## src/rtl/ocf_pkg.sv

```systemverilog
package ocf_pkg;
  // Coding applied to the output word
  typedef enum logic [1:0] {
    FMT_OFFBIN = 2'd0,
    FMT_TWOS   = 2'd1,
    FMT_GRAY   = 2'd2
  } ocf_fmt_e;

  // One-hot select values of the format register; anything else means strap control
  localparam logic [2:0] SEL_PIN    = 3'b000;
  localparam logic [2:0] SEL_TWOS   = 3'b001;
  localparam logic [2:0] SEL_GRAY   = 3'b010;
  localparam logic [2:0] SEL_OFFBIN = 3'b100;

  // Decoded strap level codes
  localparam logic [1:0] STRAP_LOW  = 2'b00;
  localparam logic [1:0] STRAP_MID  = 2'b01;
  localparam logic [1:0] STRAP_HIGH = 2'b10;
endpackage

```

## src/rtl/ocf_strap_decode.sv

```systemverilog
module ocf_strap_decode
  import ocf_pkg::*;
(
  input  logic [1:0] strap_lvl,
  output ocf_fmt_e   strap_fmt
);
  always_comb begin
    unique case (strap_lvl)
      STRAP_MID:  strap_fmt = FMT_TWOS;
      STRAP_HIGH: strap_fmt = FMT_GRAY;
      default:    strap_fmt = FMT_OFFBIN;  // low, and the unused code
    endcase
  end
endmodule

```

## src/rtl/ocf_fmt_resolve.sv

```systemverilog
module ocf_fmt_resolve
  import ocf_pkg::*;
(
  input  logic [2:0] sel,
  input  ocf_fmt_e   strap_fmt,
  output ocf_fmt_e   eff_fmt
);
  always_comb begin
    unique case (sel)
      SEL_TWOS:   eff_fmt = FMT_TWOS;
      SEL_GRAY:   eff_fmt = FMT_GRAY;
      SEL_OFFBIN: eff_fmt = FMT_OFFBIN;
      default:    eff_fmt = strap_fmt;  // pin control and unlisted codes
    endcase
  end
endmodule

```

## src/rtl/ocf_code_conv.sv

```systemverilog
module ocf_code_conv
  import ocf_pkg::*;
#(
  parameter int W = 10
) (
  input  logic [W-1:0] in_word,
  input  ocf_fmt_e     fmt,
  output logic [W-1:0] out_word
);
  localparam int MSB = W - 1;

  logic [W-1:0] twos_word;
  logic [W-1:0] gray_word;

  assign twos_word = {~in_word[MSB], in_word[MSB-1:0]};

  assign gray_word[MSB] = in_word[MSB];
  for (genvar i = 0; i < MSB; i++) begin : g_gray
    assign gray_word[i] = in_word[i] ^ in_word[i+1];
  end

  always_comb begin
    unique case (fmt)
      FMT_TWOS: out_word = twos_word;
      FMT_GRAY: out_word = gray_word;
      default:  out_word = in_word;
    endcase
  end
endmodule

```

## src/rtl/ocf_out_stage.sv

```systemverilog
module ocf_out_stage #(
  parameter int W = 10
) (
  input  logic         clk,
  input  logic         rst_n,
  input  logic         flush,
  input  logic         in_valid,
  output logic         in_ready,
  input  logic [W-1:0] in_data,
  output logic         out_valid,
  input  logic         out_ready,
  output logic [W-1:0] out_data
);
  logic take;

  assign in_ready = !flush && (!out_valid || out_ready);
  assign take     = in_valid && in_ready;

  always_ff @(posedge clk) begin
    if (!rst_n) begin
      out_valid <= 1'b0;
    end else if (flush) begin
      out_valid <= 1'b0;
    end else if (take) begin
      out_valid <= 1'b1;
    end else if (out_ready) begin
      out_valid <= 1'b0;
    end
  end

  always_ff @(posedge clk) begin
    if (!rst_n) begin
      out_data <= '0;
    end else if (take) begin
      out_data <= in_data;
    end
  end
endmodule

```

## src/rtl/adc_code_formatter.sv

```systemverilog
module adc_code_formatter
  import ocf_pkg::*;
#(
  parameter int W = 10
) (
  input  logic         clk,
  input  logic         rst_n,
  input  logic         soft_rst,
  input  logic [1:0]   strap_lvl,
  input  logic         cfg_we,
  input  logic [2:0]   cfg_sel,
  input  logic         s_valid,
  output logic         s_ready,
  input  logic [W-1:0] s_data,
  output logic         m_valid,
  input  logic         m_ready,
  output logic [W-1:0] m_data
);
  logic [2:0]   cfg_q;
  ocf_fmt_e     strap_fmt;
  ocf_fmt_e     eff_fmt;
  logic [W-1:0] conv_word;

  // Format register: only the hard reset clears it
  always_ff @(posedge clk) begin
    if (!rst_n) begin
      cfg_q <= SEL_PIN;
    end else if (cfg_we) begin
      cfg_q <= cfg_sel;
    end
  end

  ocf_strap_decode u_strap (
    .strap_lvl (strap_lvl),
    .strap_fmt (strap_fmt)
  );

  ocf_fmt_resolve u_resolve (
    .sel       (cfg_q),
    .strap_fmt (strap_fmt),
    .eff_fmt   (eff_fmt)
  );

  ocf_code_conv #(.W(W)) u_conv (
    .in_word  (s_data),
    .fmt      (eff_fmt),
    .out_word (conv_word)
  );

  ocf_out_stage #(.W(W)) u_out (
    .clk       (clk),
    .rst_n     (rst_n),
    .flush     (soft_rst),
    .in_valid  (s_valid),
    .in_ready  (s_ready),
    .in_data   (conv_word),
    .out_valid (m_valid),
    .out_ready (m_ready),
    .out_data  (m_data)
  );
endmodule

```

## config.mk

```make
export PLATFORM = sky130hd
export DESIGN_NAME = adc_code_formatter
export DESIGN_NICKNAME = d
export VERILOG_FILES = /design/src/rtl/ocf_pkg.sv /design/src/rtl/ocf_strap_decode.sv /design/src/rtl/ocf_fmt_resolve.sv /design/src/rtl/ocf_code_conv.sv /design/src/rtl/ocf_out_stage.sv /design/src/rtl/adc_code_formatter.sv
export SDC_FILE = /design/constraint.sdc
export NUM_CORES = 1
export LEC_CHECK = 0
export BUFFER_PORTS_ARGS = -buffer_cell sky130_fd_sc_hd__buf_4
export CORE_MARGIN = 5
export CORE_UTILIZATION = 52
export DETAILED_ROUTE_END_ITERATION = 12
export PLACE_DENSITY = 0.8
export SETUP_SLACK_MARGIN = 0.15
export SLEW_MARGIN = 20
export SYNTH_ARGS = -nofsm -noshare
export SYNTH_HDL_FRONTEND = slang
export SYNTH_HIERARCHICAL = 1
export SYNTH_SLANG_ARGS = --single-unit
```

## constraint.sdc

```tcl
create_clock -name clk -period 5.4 [get_ports clk]
set_clock_uncertainty 0.05 [all_clocks]
set_input_delay 0.27 -clock clk [delete_from_list [all_inputs] [get_ports clk]]
set_output_delay 0.27 -clock clk [all_outputs]
set_load 0.01 [all_outputs]
```

==> run summary, run 1 <==
Status: completed
Site Rows: 15
Total GRT Usage: 0.1650
Ports: 33
Initial core utilization: 0.5534
ANT cells: 0
Max_cap viols: 0
Worst-Skew Late Latency: 0.28 ns
Hold Path Cell Cnt: 2
Synth Flop Type: dfxtp_1
Core area: 1745 um2
Die W: 53.10 um
Max frequency: 501.9 MHz
H-tree depth: 1
CP Class: reg2reg
Initial antenna violation count: 0
Average routed wire per standard cell: 12.51 um
Synthesized instance count: 114
Worst slew pin tran: 0.9902 ns
Sequential power share: 0.411
Seq/Total Area, Yosys: 0.2902
Gpl congestion: 0.7630
Power, Total: 278.6 uW
Pwr dens: 225.4 nW/um2
Setup violators final: 0
DRT antenna net count: 0
Reg-to-Reg Start: cfg_q[2]$_SDFFE_PN0P_
Slew Limit Fails: 0
Area grow syn2layout: 27.98%
DP HPWL: 1.550 mm
Nets: 169
Buffer depth of the longest clock path: 2
Switch Pwr: 83.40 uW
Post-Syn Nets: 138
Final WL: 2.114 mm
Clk sinks: 14
Dominant cell type by area after synthesis: dfxtp_1
Pre-antenna DRT Iters: 4
Grt ovf: 0
Reg-to-reg endpoint: u_out/out_data[3]$_SDFFE_PN0P_
Crit path time final: 1.993 ns
Layout cell share with drive strength beyond 1: 0.2778
Worst-path clk slew: 0.09 ns
Setup TNS: 0 ns
Peak per-stage delay on the critical path: 0.56 ns
Syn_area_per_cell: 8.473 um2
Clock share of power: 0.275
CTS hold repair buffers: 0
Sw Share: 0.2994
Setup bufs post-CTS: 0
CTS-repair resized insts: 0
Slew headroom: 0.3369
Synth warn: 6
Ranking of synthesized cells by area: dfxtp_1 29%, mux2i_1 13%, nand4bb_1 10%
Slowest CP cell: ha_1
Synthesized flop and latch total: 14
Int Power: 195.2 uW
IO buf count: 32
Tcrit/Tclk final: 0.3690
Vias/cell: 5.320
P_leak: 0.5218 nW
# DRC: 0
Hold Crit Start: soft_rst
FF-to-FF setup slack: 3.41 ns
Die ar.: 2820 um2
CTS tree: built
Worst Setup End Kind: flip-flop
First-pass GRT wire length: 3.374 mm
RSZ-0062 raised after global routing: no
Vias in the first global route: 804
First-iteration detailed-routing DRC count: 10
Startpoint class of the critical path: flip-flop
Critical path peak fanout: 20
DIE HEIGHT: 53.10 um
Pin count of the biggest net entering global routing: 25
Netlist cell types: 25
Vias: 899
Final hold vios: 0
Min-Delay Endpoint: u_out/out_valid$_SDFFE_PP0P_
Post-synth ARST share: 0
Req. time, crit path: 5.49 ns
Worst Reg-to-Reg Cells: 8
Final hold slack: 0.1063 ns
Top cell type's share of synthesized area: 0.2902
Root Driver: clkbuf_4
Syn Std Cell Area: 965.9 um2
Post-Route Utilization: 0.7082
Post-synth EDFFs: 0
Worst endpoint data arrival time: 2.08 ns
Total CTS buffers: 3
Hold Crit Class: in2reg
Worst vdd ir: 0.1448 mV
Combinational Power Share: 0.314
Critical-path cell list: xnor2_1 -> a22o_1 -> inv_1 -> ha_1 -> nand4bb_1 -> nand3_1 -> nand2_1 -> mux2i_1
per-stage QoR:
step | worst slack, ns | std cells | cell area, um2
after floorplan | 3.532 | 114 | 965.9
after global placement | 3.306 | 165 | 1200
after detailed placement | 3.224 | 165 | 1200
after CTS | 3.404 | 169 | 1236
after global routing | 3.184 | 169 | 1236
final | 3.407 | 169 | 1236
power groups by stage:
stage	registers [mW]	logic [mW]	clock network (mW)
after floorplan	0.118	0.0550	0
after global placement	0.117	0.0849	0
after detailed placement	0.117	0.0877	0
after CTS	0.114	0.0881	0.0793
after global routing	0.115	0.0972	0.0861
final	0.114	0.0875	0.0767
cell type report:
type                       count  area [um2]
multi-input combinational     90       633.1
tap                           25       31.28
sequential                    14       280.3
inverter                       4       15.01
timing repair buffer          32       240.2
clock buffer                   4       36.28
fill                         149       509.2
critical path: cells and delay by family, from the launching register on:
kind            cells  cell delay, ns
fa+ha+maj           1            0.56
flops               1            0.42
simple gates        3            0.36
compound gates      1            0.19
xor+xnor            1            0.14
buf+inv             1            0.06
mux                 1            0.06
worst max path at each step:
stage	start	endpoint	slack [ns]	cells after the start
after floorplan	strap_lvl[1]	u_out/out_data[7]$_SDFFE_PN0P_	3.53	10
after global placement	strap_lvl[0]	u_out/out_data[9]$_SDFFE_PN0P_	3.31	10
after detailed placement	strap_lvl[0]	u_out/out_data[9]$_SDFFE_PN0P_	3.22	10
after CTS	cfg_q[2]$_SDFFE_PN0P_	u_out/out_data[3]$_SDFFE_PN0P_	3.40	8
after global routing	cfg_q[2]$_SDFFE_PN0P_	u_out/out_data[3]$_SDFFE_PN0P_	3.18	8
final	cfg_q[2]$_SDFFE_PN0P_	u_out/out_data[3]$_SDFFE_PN0P_	3.41	8
metal layers:
metal  GRT usage  routed length (um)  part of all wire
met4     0.03830                  17            0.0080
met5           0                   0                 0
met3     0.07042                 169             0.080
met1      0.1840                 867              0.41
met2      0.2872                1060              0.50
synth_stat cells, types with 2 or more instances:
master,count
nand2_1,20
dfxtp_1,14
mux2i_1,13
o21ai_0,10
nand4bb_1,9
nand3_1,8
nand3b_1,8
clkbuf_1,4
inv_1,4
nor2b_1,4
ha_1,3
nor2_1,3
buf_6,2
logic make-up after synthesis:
kind of cell               share of synthesized area
DFF                                           0.2902
buffers and inverters                        0.05439
adders and majority gates                    0.03886
and+or+nand+nor                               0.3744
xor gates and xnor gates                    0.009069
muxes                                         0.1347
AOI/OAI and AO/OA                            0.09845
layout by cell type (no fill, tap or decap):
cell type,instances
xnor2_1,1
mux2i_1,13
o211ai_1,1
nand3_1,8
nor3b_1,1
and2b_2,1
nor3b_2,1
inv_1,4
a21oi_1,1
nor2_1,3
clkbuf_8,1
o31ai_1,1
o21bai_1,1
o21ai_0,10
nand2_2,1
nand2_1,20
ha_1,3
a22o_1,1
dfxtp_1,14
nand3b_1,8
nor2b_1,4
nand4bb_1,9
clkbuf_4,3
o32ai_1,1
buf_4,32
nor2b_4,1
sequential cells by signal, indices dropped and copies added, names as in the netlist:
| name | count |
|---|---|
| u_out/out_data | 10 |
| cfg_q | 3 |
| u_out/out_valid | 1 |
No activity file was read; power rests on OpenSTA's default activity.
==> run 2: changes to the inputs <==
--- a/config.mk
+++ b/config.mk
@@ -5,11 +5,12 @@
 export SDC_FILE = /design/constraint.sdc
 export NUM_CORES = 1
 export LEC_CHECK = 0
+export ABC_AREA = 1
 export BUFFER_PORTS_ARGS = -buffer_cell sky130_fd_sc_hd__buf_4
 export CORE_MARGIN = 5
-export CORE_UTILIZATION = 52
+export CORE_UTILIZATION = 51
 export DETAILED_ROUTE_END_ITERATION = 12
-export PLACE_DENSITY = 0.8
+export PLACE_DENSITY = 0.77
 export SETUP_SLACK_MARGIN = 0.15
 export SLEW_MARGIN = 20
 export SYNTH_ARGS = -nofsm -noshare
==> constraint.sdc (replaced) <==
create_clock -name clk -period 1.98 [get_ports clk]
set_clock_uncertainty 0.05 [all_clocks]
set_input_delay 0.099 -clock clk [delete_from_list [all_inputs] [get_ports clk]]
set_output_delay 0.099 -clock clk [all_outputs]
set_load 0.01 [all_outputs]
==> run summary, run 2 <==
Status: completed
Req. time, crit path: 2.10 ns
Site Rows: 17
Total CTS buffers: 3
CTS tree: built
Ranking of synthesized cells by area: nand2_1 25%, dfxtp_1 25%, inv_1 19%
Pwr dens: 565.4 nW/um2
Slew Limit Fails: 0
Ports: 33
Most flops, register: u_out/out_data
Worst slew pin tran: 0.3469 ns
Slowest CP cell: dfxtp_2
Area grow syn2layout: 30.67%
Most common cell after layout, fill and taps aside: nand2_1
Post-Syn Nets: 231
Netlist cell types: 16
Nets: 265
Seq/Total Area, Yosys: 0.2489
Post-synth EDFFs: 0
Cell total after placement: 260
Sw Share: 0.3649
Max frequency: 556.8 MHz
Initial core utilization: 0.5190
Mux share of post-synthesis cell area: 0
Xor/xnor share of the synthesized area: 0
Commonest cells post-synth: 75 x nand2_1, 56 x inv_1, 20 x nor2_1, 14 x dfxtp_1, 12 x nand3_1
Worst-Skew Late Latency: 0.27 ns
Root Driver: clkbuf_4
# DRC: 0
DP HPWL: 1.803 mm
Worst vdd ir: 0.5762 mV
Vias/cell: 4.588
RSZ-0062 raised after global routing: yes
First-iteration detailed-routing DRC count: 22
Slew headroom: 0.7685
Initial antenna violation count: 0
DRT antenna net count: 0
Startpoint class of the critical path: flip-flop
CP Class: reg2reg
Fillers: 205
Detail Route met2 WL: 1.344 mm
CTS hold repair buffers: 0
Hold Crit Class: in2reg
Total GRT Usage: 0.1476
Most numerous cell on the critical path: nand2_1
First-pass GRT wire length: 3.988 mm
Critical-path cell list: nand3b_1 -> nand3_1 -> nand2_2 -> inv_2 -> ha_4 -> nor2_4 -> nand2_1 -> nand2_1 -> inv_1 -> inv_1 -> nand4_1 -> nand2_1 -> nor2_1
DR top layer: met4
Final hold slack: 0.04602 ns
Pin count of the biggest net entering global routing: 20
Pre-antenna DRT Iters: 4
Top-count cell post-synth: nand2_1
Average routed wire per standard cell: 9.614 um
DIE HEIGHT: 56.99 um
Syn_area_per_cell: 5.440 um2
Adder-cell area share of the yosys netlist: 0.03333
Combinational Power Share: 0.435
IO buf count: 32
Max_cap viols: 0
Core area: 2170 um2
Crit path time final: 1.796 ns
Post-synth ARST share: 0
Met3 WL post-DR: 114 um
Top cell type's share of synthesized area: 0.2500
Dominant cell type by area after synthesis: nand2_1
Worst endpoint data arrival time: 1.92 ns
Synth warn: 6
Setup TNS: 0 ns
Peak per-stage delay on the critical path: 0.34 ns
Gpl congestion: 0.7818
Die W: 56.99 um
Top Registers: u_out/out_data: 10 flops, cfg_q: 3 flops, u_out/out_valid: 1 flops
Clock share of power: 0.188
Die ar.: 3248 um2
M1 WL: 1.092 mm
Vias in the first global route: 1032
P_leak: 0.8885 nW
Switch Pwr: 303.6 uW
Sequential power share: 0.377
Synth Flop Type: dfxtp_1
Tcrit/Tclk final: 0.9071
Critical path peak fanout: 5
Worst-path clk slew: 0.08 ns
Buffer depth of the longest clock path: 2
ANT cells: 0
Vias: 1225
Synthesized instance count: 207
Setup violators final: 0
Compound-Gate Fraction of Synth Area: 0.01333
Clk sinks: 14
Layout cell share with drive strength beyond 1: 0.2469
Syn Std Cell Area: 1126 um2
Final hold vios: 0
Leading cell types in the layout, fill and taps excluded: 73 x nand2_1, 54 x inv_1, 34 x buf_4, 20 x nor2_1, 11 x dfxtp_1
Reg area: 284.0 um2
Final WL: 2.567 mm
Finished Layout Cells: 267
Power, Total: 831.9 uW
Worst Setup End Kind: flip-flop
H-tree depth: 1
Max reg flops: 10
Grt ovf: 0
Main combinational cell family by area after synthesis: simple AND/OR/NAND/NOR gates
Synthesized flop and latch total: 14
Simple-gate share of the synthesized area: 0.4633
Multi-input logic area: 645.6 um2
Int Power: 528.3 uW
==> run 2: cell count changes in the layout (fill, tap and decap cells not counted), moves of 10 or more <==
cell / delta
inv_1: +50
nor2_1: +17
nand4_1: +10
nand2_1: +53
mux2i_1: -13
o21ai_0: -10
==> run 2: final cells by class <==
type / count / area share
clock buffer: 3 / 0.01531
inverter: 58 / 0.1514
multi-input combinational: 129 / 0.4388
sequential: 14 / 0.1930
tap: 28 / 0.02381
timing repair buffer: 34 / 0.1735
timing repair inverter: 1 / 0.004252
==> run 2: worst paths after layout <==
kind | to | depth (start not counted) | slack (ns) | from
worst max-delay path | u_out/out_data[1]$_SDFFE_PN0P_ | 13 | 0.18 | cfg_q[0]$_SDFFE_PN0P_
worst min-delay path | cfg_q[2]$_SDFFE_PN0P_ | 3 | 0.05 | cfg_we
worst max register to register | u_out/out_data[1]$_SDFFE_PN0P_ | 13 | 0.18 | cfg_q[0]$_SDFFE_PN0P_
worst min register to register | cfg_q[2]$_SDFFE_PN0P_ | 2 | 0.44 | cfg_q[2]$_SDFFE_PN0P_
==> run 2: power by group through the flow <==
| stage | clock, mW | sequential (mW) | combinational [mW] |
|---|---|---|---|
| after global routing | 0.184 | 0.318 | 0.405 |
| after global placement | 0 | 0.319 | 0.296 |
| after CTS | 0.161 | 0.313 | 0.315 |
| final | 0.156 | 0.314 | 0.362 |
| after detailed placement | 0 | 0.320 | 0.298 |
| after floorplan | 0 | 0.326 | 0.203 |
==> run 2: worst max-delay path, delay by kind of cell (launching register included) <==
| kind | cells | cell delay, ns |
|---|---|---|
| and+or+nand+nor | 9 | 0.93 |
| buffers and inverters | 3 | 0.15 |
| DFF | 1 | 0.34 |
| adders and majority gates | 1 | 0.24 |
==> run 2: per-stage QoR <==
stage	cell area [um2]	worst slack, ns	utilization
floorplan	1126	0.2664	-
global placement	1348	0.06589	0.6211
CTS	1389	0.1518	0.6401
global route	1471	0.01794	0.6782
finish	1471	0.1839	0.6782
detailed placement	1348	0.03352	0.6211
==> run 2: logic make-up after synthesis <==
group	Yosys count
simple gates	122
flops	14
compound gates	3
buf+inv	65
fa+ha+maj	3
==> run 2: timing repair <==
item                       4_1_cts  5_1_grt
resized for setup                2       19
setup endpoints to repair       10       10
pin swaps                        1       15
buffers inserted                 0        2
cloned                           1        1
==> run 2: routing by layer <==
metal / vias to the layer above / global-route usage
met3: 2 / 0.04751
met4: 0 / 0.009934
met2: 23 / 0.2577
met5: - / 0
met1: 534 / 0.1854
li1: 666 / -
==> run 3: changes to the inputs <==
--- a/config.mk
+++ b/config.mk
@@ -6,11 +6,11 @@
 export NUM_CORES = 1
 export LEC_CHECK = 0
 export ABC_AREA = 1
-export BUFFER_PORTS_ARGS = -buffer_cell sky130_fd_sc_hd__buf_4
 export CORE_MARGIN = 5
-export CORE_UTILIZATION = 51
+export CORE_UTILIZATION = 62
 export DETAILED_ROUTE_END_ITERATION = 12
-export PLACE_DENSITY = 0.77
+export DONT_BUFFER_PORTS = 1
+export PLACE_DENSITY = 0.76
 export SETUP_SLACK_MARGIN = 0.15
 export SLEW_MARGIN = 20
 export SYNTH_ARGS = -nofsm -noshare
==> run summary, run 3 (synthesis results as in run 2) <==
Slew Limit Fails: 0
Worst Reg-to-Reg Cells: 12
Site Rows: 15
Max frequency: 539.0 MHz
Gpl congestion: 0.7715
Worst endpoint data arrival time: 1.99 ns
Leading cell types in the layout, fill and taps excluded: 73 x nand2_1, 54 x inv_1, 20 x nor2_1, 11 x dfxtp_1
Buffer depth of the longest clock path: 2
Sw Share: 0.3620
Final hold slack: -0.1167 ns
H-tree depth: 1
Ports: 33
DRT antenna net count: 0
Vias: 1187
Clock share of power: 0.203
Crit path time final: 1.855 ns
Hold Path Cell Cnt: 2
DR top layer: met4
Reg-to-Reg Start: cfg_q[1]$_SDFFE_PN0P_
Worst-Skew Late Latency: 0.27 ns
Nets: 240
Most common cell after layout, fill and taps aside: nand2_1
Vias in the first global route: 1088
Die ar.: 2768 um2
Combinational Power Share: 0.377
Core area: 1727 um2
Initial antenna violation count: 0
ANT cells: 0
FF-to-FF setup slack: 0.12 ns
# DRC: 0
Vias/cell: 4.967
Detail Route met2 WL: 1.275 mm
Tcrit/Tclk final: 0.9371
Layout cell share with drive strength beyond 1: 0.1075
Reg area: 284.0 um2
Worst vdd ir: 0.4603 mV
Power, Total: 774.2 uW
M1 WL: 1.035 mm
Critical path peak fanout: 5
Pwr dens: 604.9 nW/um2
Int Power: 494.0 uW
Most flops, register: u_out/out_data
Status: finished, violations left
Switch Pwr: 280.3 uW
First-pass GRT wire length: 4.140 mm
CTS tree: built
Min-Delay Endpoint: u_out/out_data[3]$_SDFFE_PN0P_
Met3 WL post-DR: 197 um
Reg-to-reg endpoint: u_out/out_data[8]$_SDFFE_PN0P_
Final WL: 2.580 mm
Startpoint class of the critical path: flip-flop
IO buf count: 0
Sequential power share: 0.420
Total CTS buffers: 3
Grt ovf: 0
Setup TNS: 0 ns
Top Registers: u_out/out_data: 10 flops, cfg_q: 3 flops, u_out/out_valid: 1 flops
Failing checks: negative hold slack
CP Class: reg2reg
Hold Crit Class: in2reg
Max_cap viols: 0
Req. time, crit path: 2.11 ns
First-iteration detailed-routing DRC count: 36
Final hold vios: 10
P_leak: 0.7599 nW
Average routed wire per standard cell: 10.79 um
Hold Crit Start: rst_n
Slew headroom: 0.7708
Worst slew pin tran: 0.3434 ns
Max reg flops: 10
Multi-input logic area: 625.6 um2
Pin count of the biggest net entering global routing: 20
Root Driver: clkbuf_4
Setup violators final: 0
CTS hold repair buffers: 7
Initial core utilization: 0.6522
DP HPWL: 1.663 mm
Worst-path clk slew: 0.08 ns
Total GRT Usage: 0.1971
Fillers: 157
Worst Setup End Kind: flip-flop
Area grow syn2layout: 13.67%
DIE HEIGHT: 52.62 um
Die W: 52.62 um
RSZ-0062 raised after global routing: yes
Pre-antenna DRT Iters: 4
Clk sinks: 14
==> run 3: changes by cell type in the layout (fill, tap and decap cells not counted) <==
| cell | delta |
|---|---|
| nand3_2 | -4 |
| dlygate4sd3_1 | +7 |
| buf_4 | -32 |
| nand3_1 | +4 |
| inv_8 | +1 |
| inv_6 | -1 |
==> run 3: worst max path at each step <==
| stage | cells past startpoint | startpoint | to | slack, ns |
|---|---|---|---|---|
| after floorplan | 14 | cfg_q[2]$_SDFFE_PN0P_ | u_out/out_data[8]$_SDFFE_PN0P_ | 0.27 |
| after detailed placement | 14 | cfg_q[1]$_SDFFE_PN0P_ | u_out/out_data[0]$_SDFFE_PN0P_ | 0.03 |
| final | 12 | cfg_q[1]$_SDFFE_PN0P_ | u_out/out_data[8]$_SDFFE_PN0P_ | 0.12 |
| after global placement | 14 | cfg_q[2]$_SDFFE_PN0P_ | u_out/out_data[8]$_SDFFE_PN0P_ | 0.09 |
| after global routing | 12 | cfg_q[1]$_SDFFE_PN0P_ | u_out/out_data[8]$_SDFFE_PN0P_ | 0.02 |
| after CTS | 15 | cfg_q[2]$_SDFFE_PN0P_ | u_out/out_data[0]$_SDFFE_PN0P_ | 0.15 |
==> run 3: worst max-delay path, cell delays in order, from the launching register on <==
cell      delay, ns
dfxtp_2        0.34
nand3b_1       0.21
nand3_1        0.13
nand2_2        0.09
ha_4           0.31
nor2_4         0.15
nand2_1        0.08
nand2_1        0.08
nand2_1        0.05
inv_1          0.05
nand4_1        0.10
nand2_1        0.09
nor2_1         0.04
==> run 3: per-layer routing <==
| metal | vias up | track usage |
|---|---|---|
| li1 | 616 | - |
| met1 | 521 | 0.1990 |
| met2 | 42 | 0.3698 |
| met3 | 8 | 0.07123 |
| met4 | 0 | 0.05957 |
| met5 | - | 0 |
==> run 3: power groups by stage <==
stage | clock [mW] | combinational [mW] | sequential, mW
4_1_cts | 0.161 | 0.247 | 0.324
6_report | 0.157 | 0.292 | 0.325
3_5_place_dp | 0 | 0.216 | 0.331
5_1_grt | 0.177 | 0.330 | 0.328
3_3_place_gp | 0 | 0.209 | 0.331
2_1_floorplan | 0 | 0.203 | 0.326
==> run 3: stage by stage <==
stage	setup WS, ns	cells	cell area [um2]	hold WS (ns)	util
6_report	0.1246	239	1280	-0.1167	0.7413
5_1_grt	0.01517	239	1280	-0.1286	0.7413
4_1_cts	0.1539	236	1215	-0.1219	0.7036
3_5_place_dp	0.02732	225	1104	0.1739	0.6391
3_3_place_gp	0.08703	225	1104	0.1726	0.6391
2_1_floorplan	0.2664	207	1126	0.1694	-
==> run 3: area by class of cell <==
cell class                 instances  share of cell area
multi-input combinational        129              0.4888
sequential                        14              0.2219
inverter                          58              0.1760
timing repair buffer               9             0.06647
tap                               25             0.02444
clock buffer                       3             0.01760
timing repair inverter             1            0.004888
==> run 3: timing repair <==
action / CTS / global route
buffers inserted: 0 / 2
setup endpoints to repair: 10 / 10
cloned: 1 / 1
gates resized for setup: 2 / 15
hold endpoints to repair: 14 / 10
pin swaps: 1 / 8
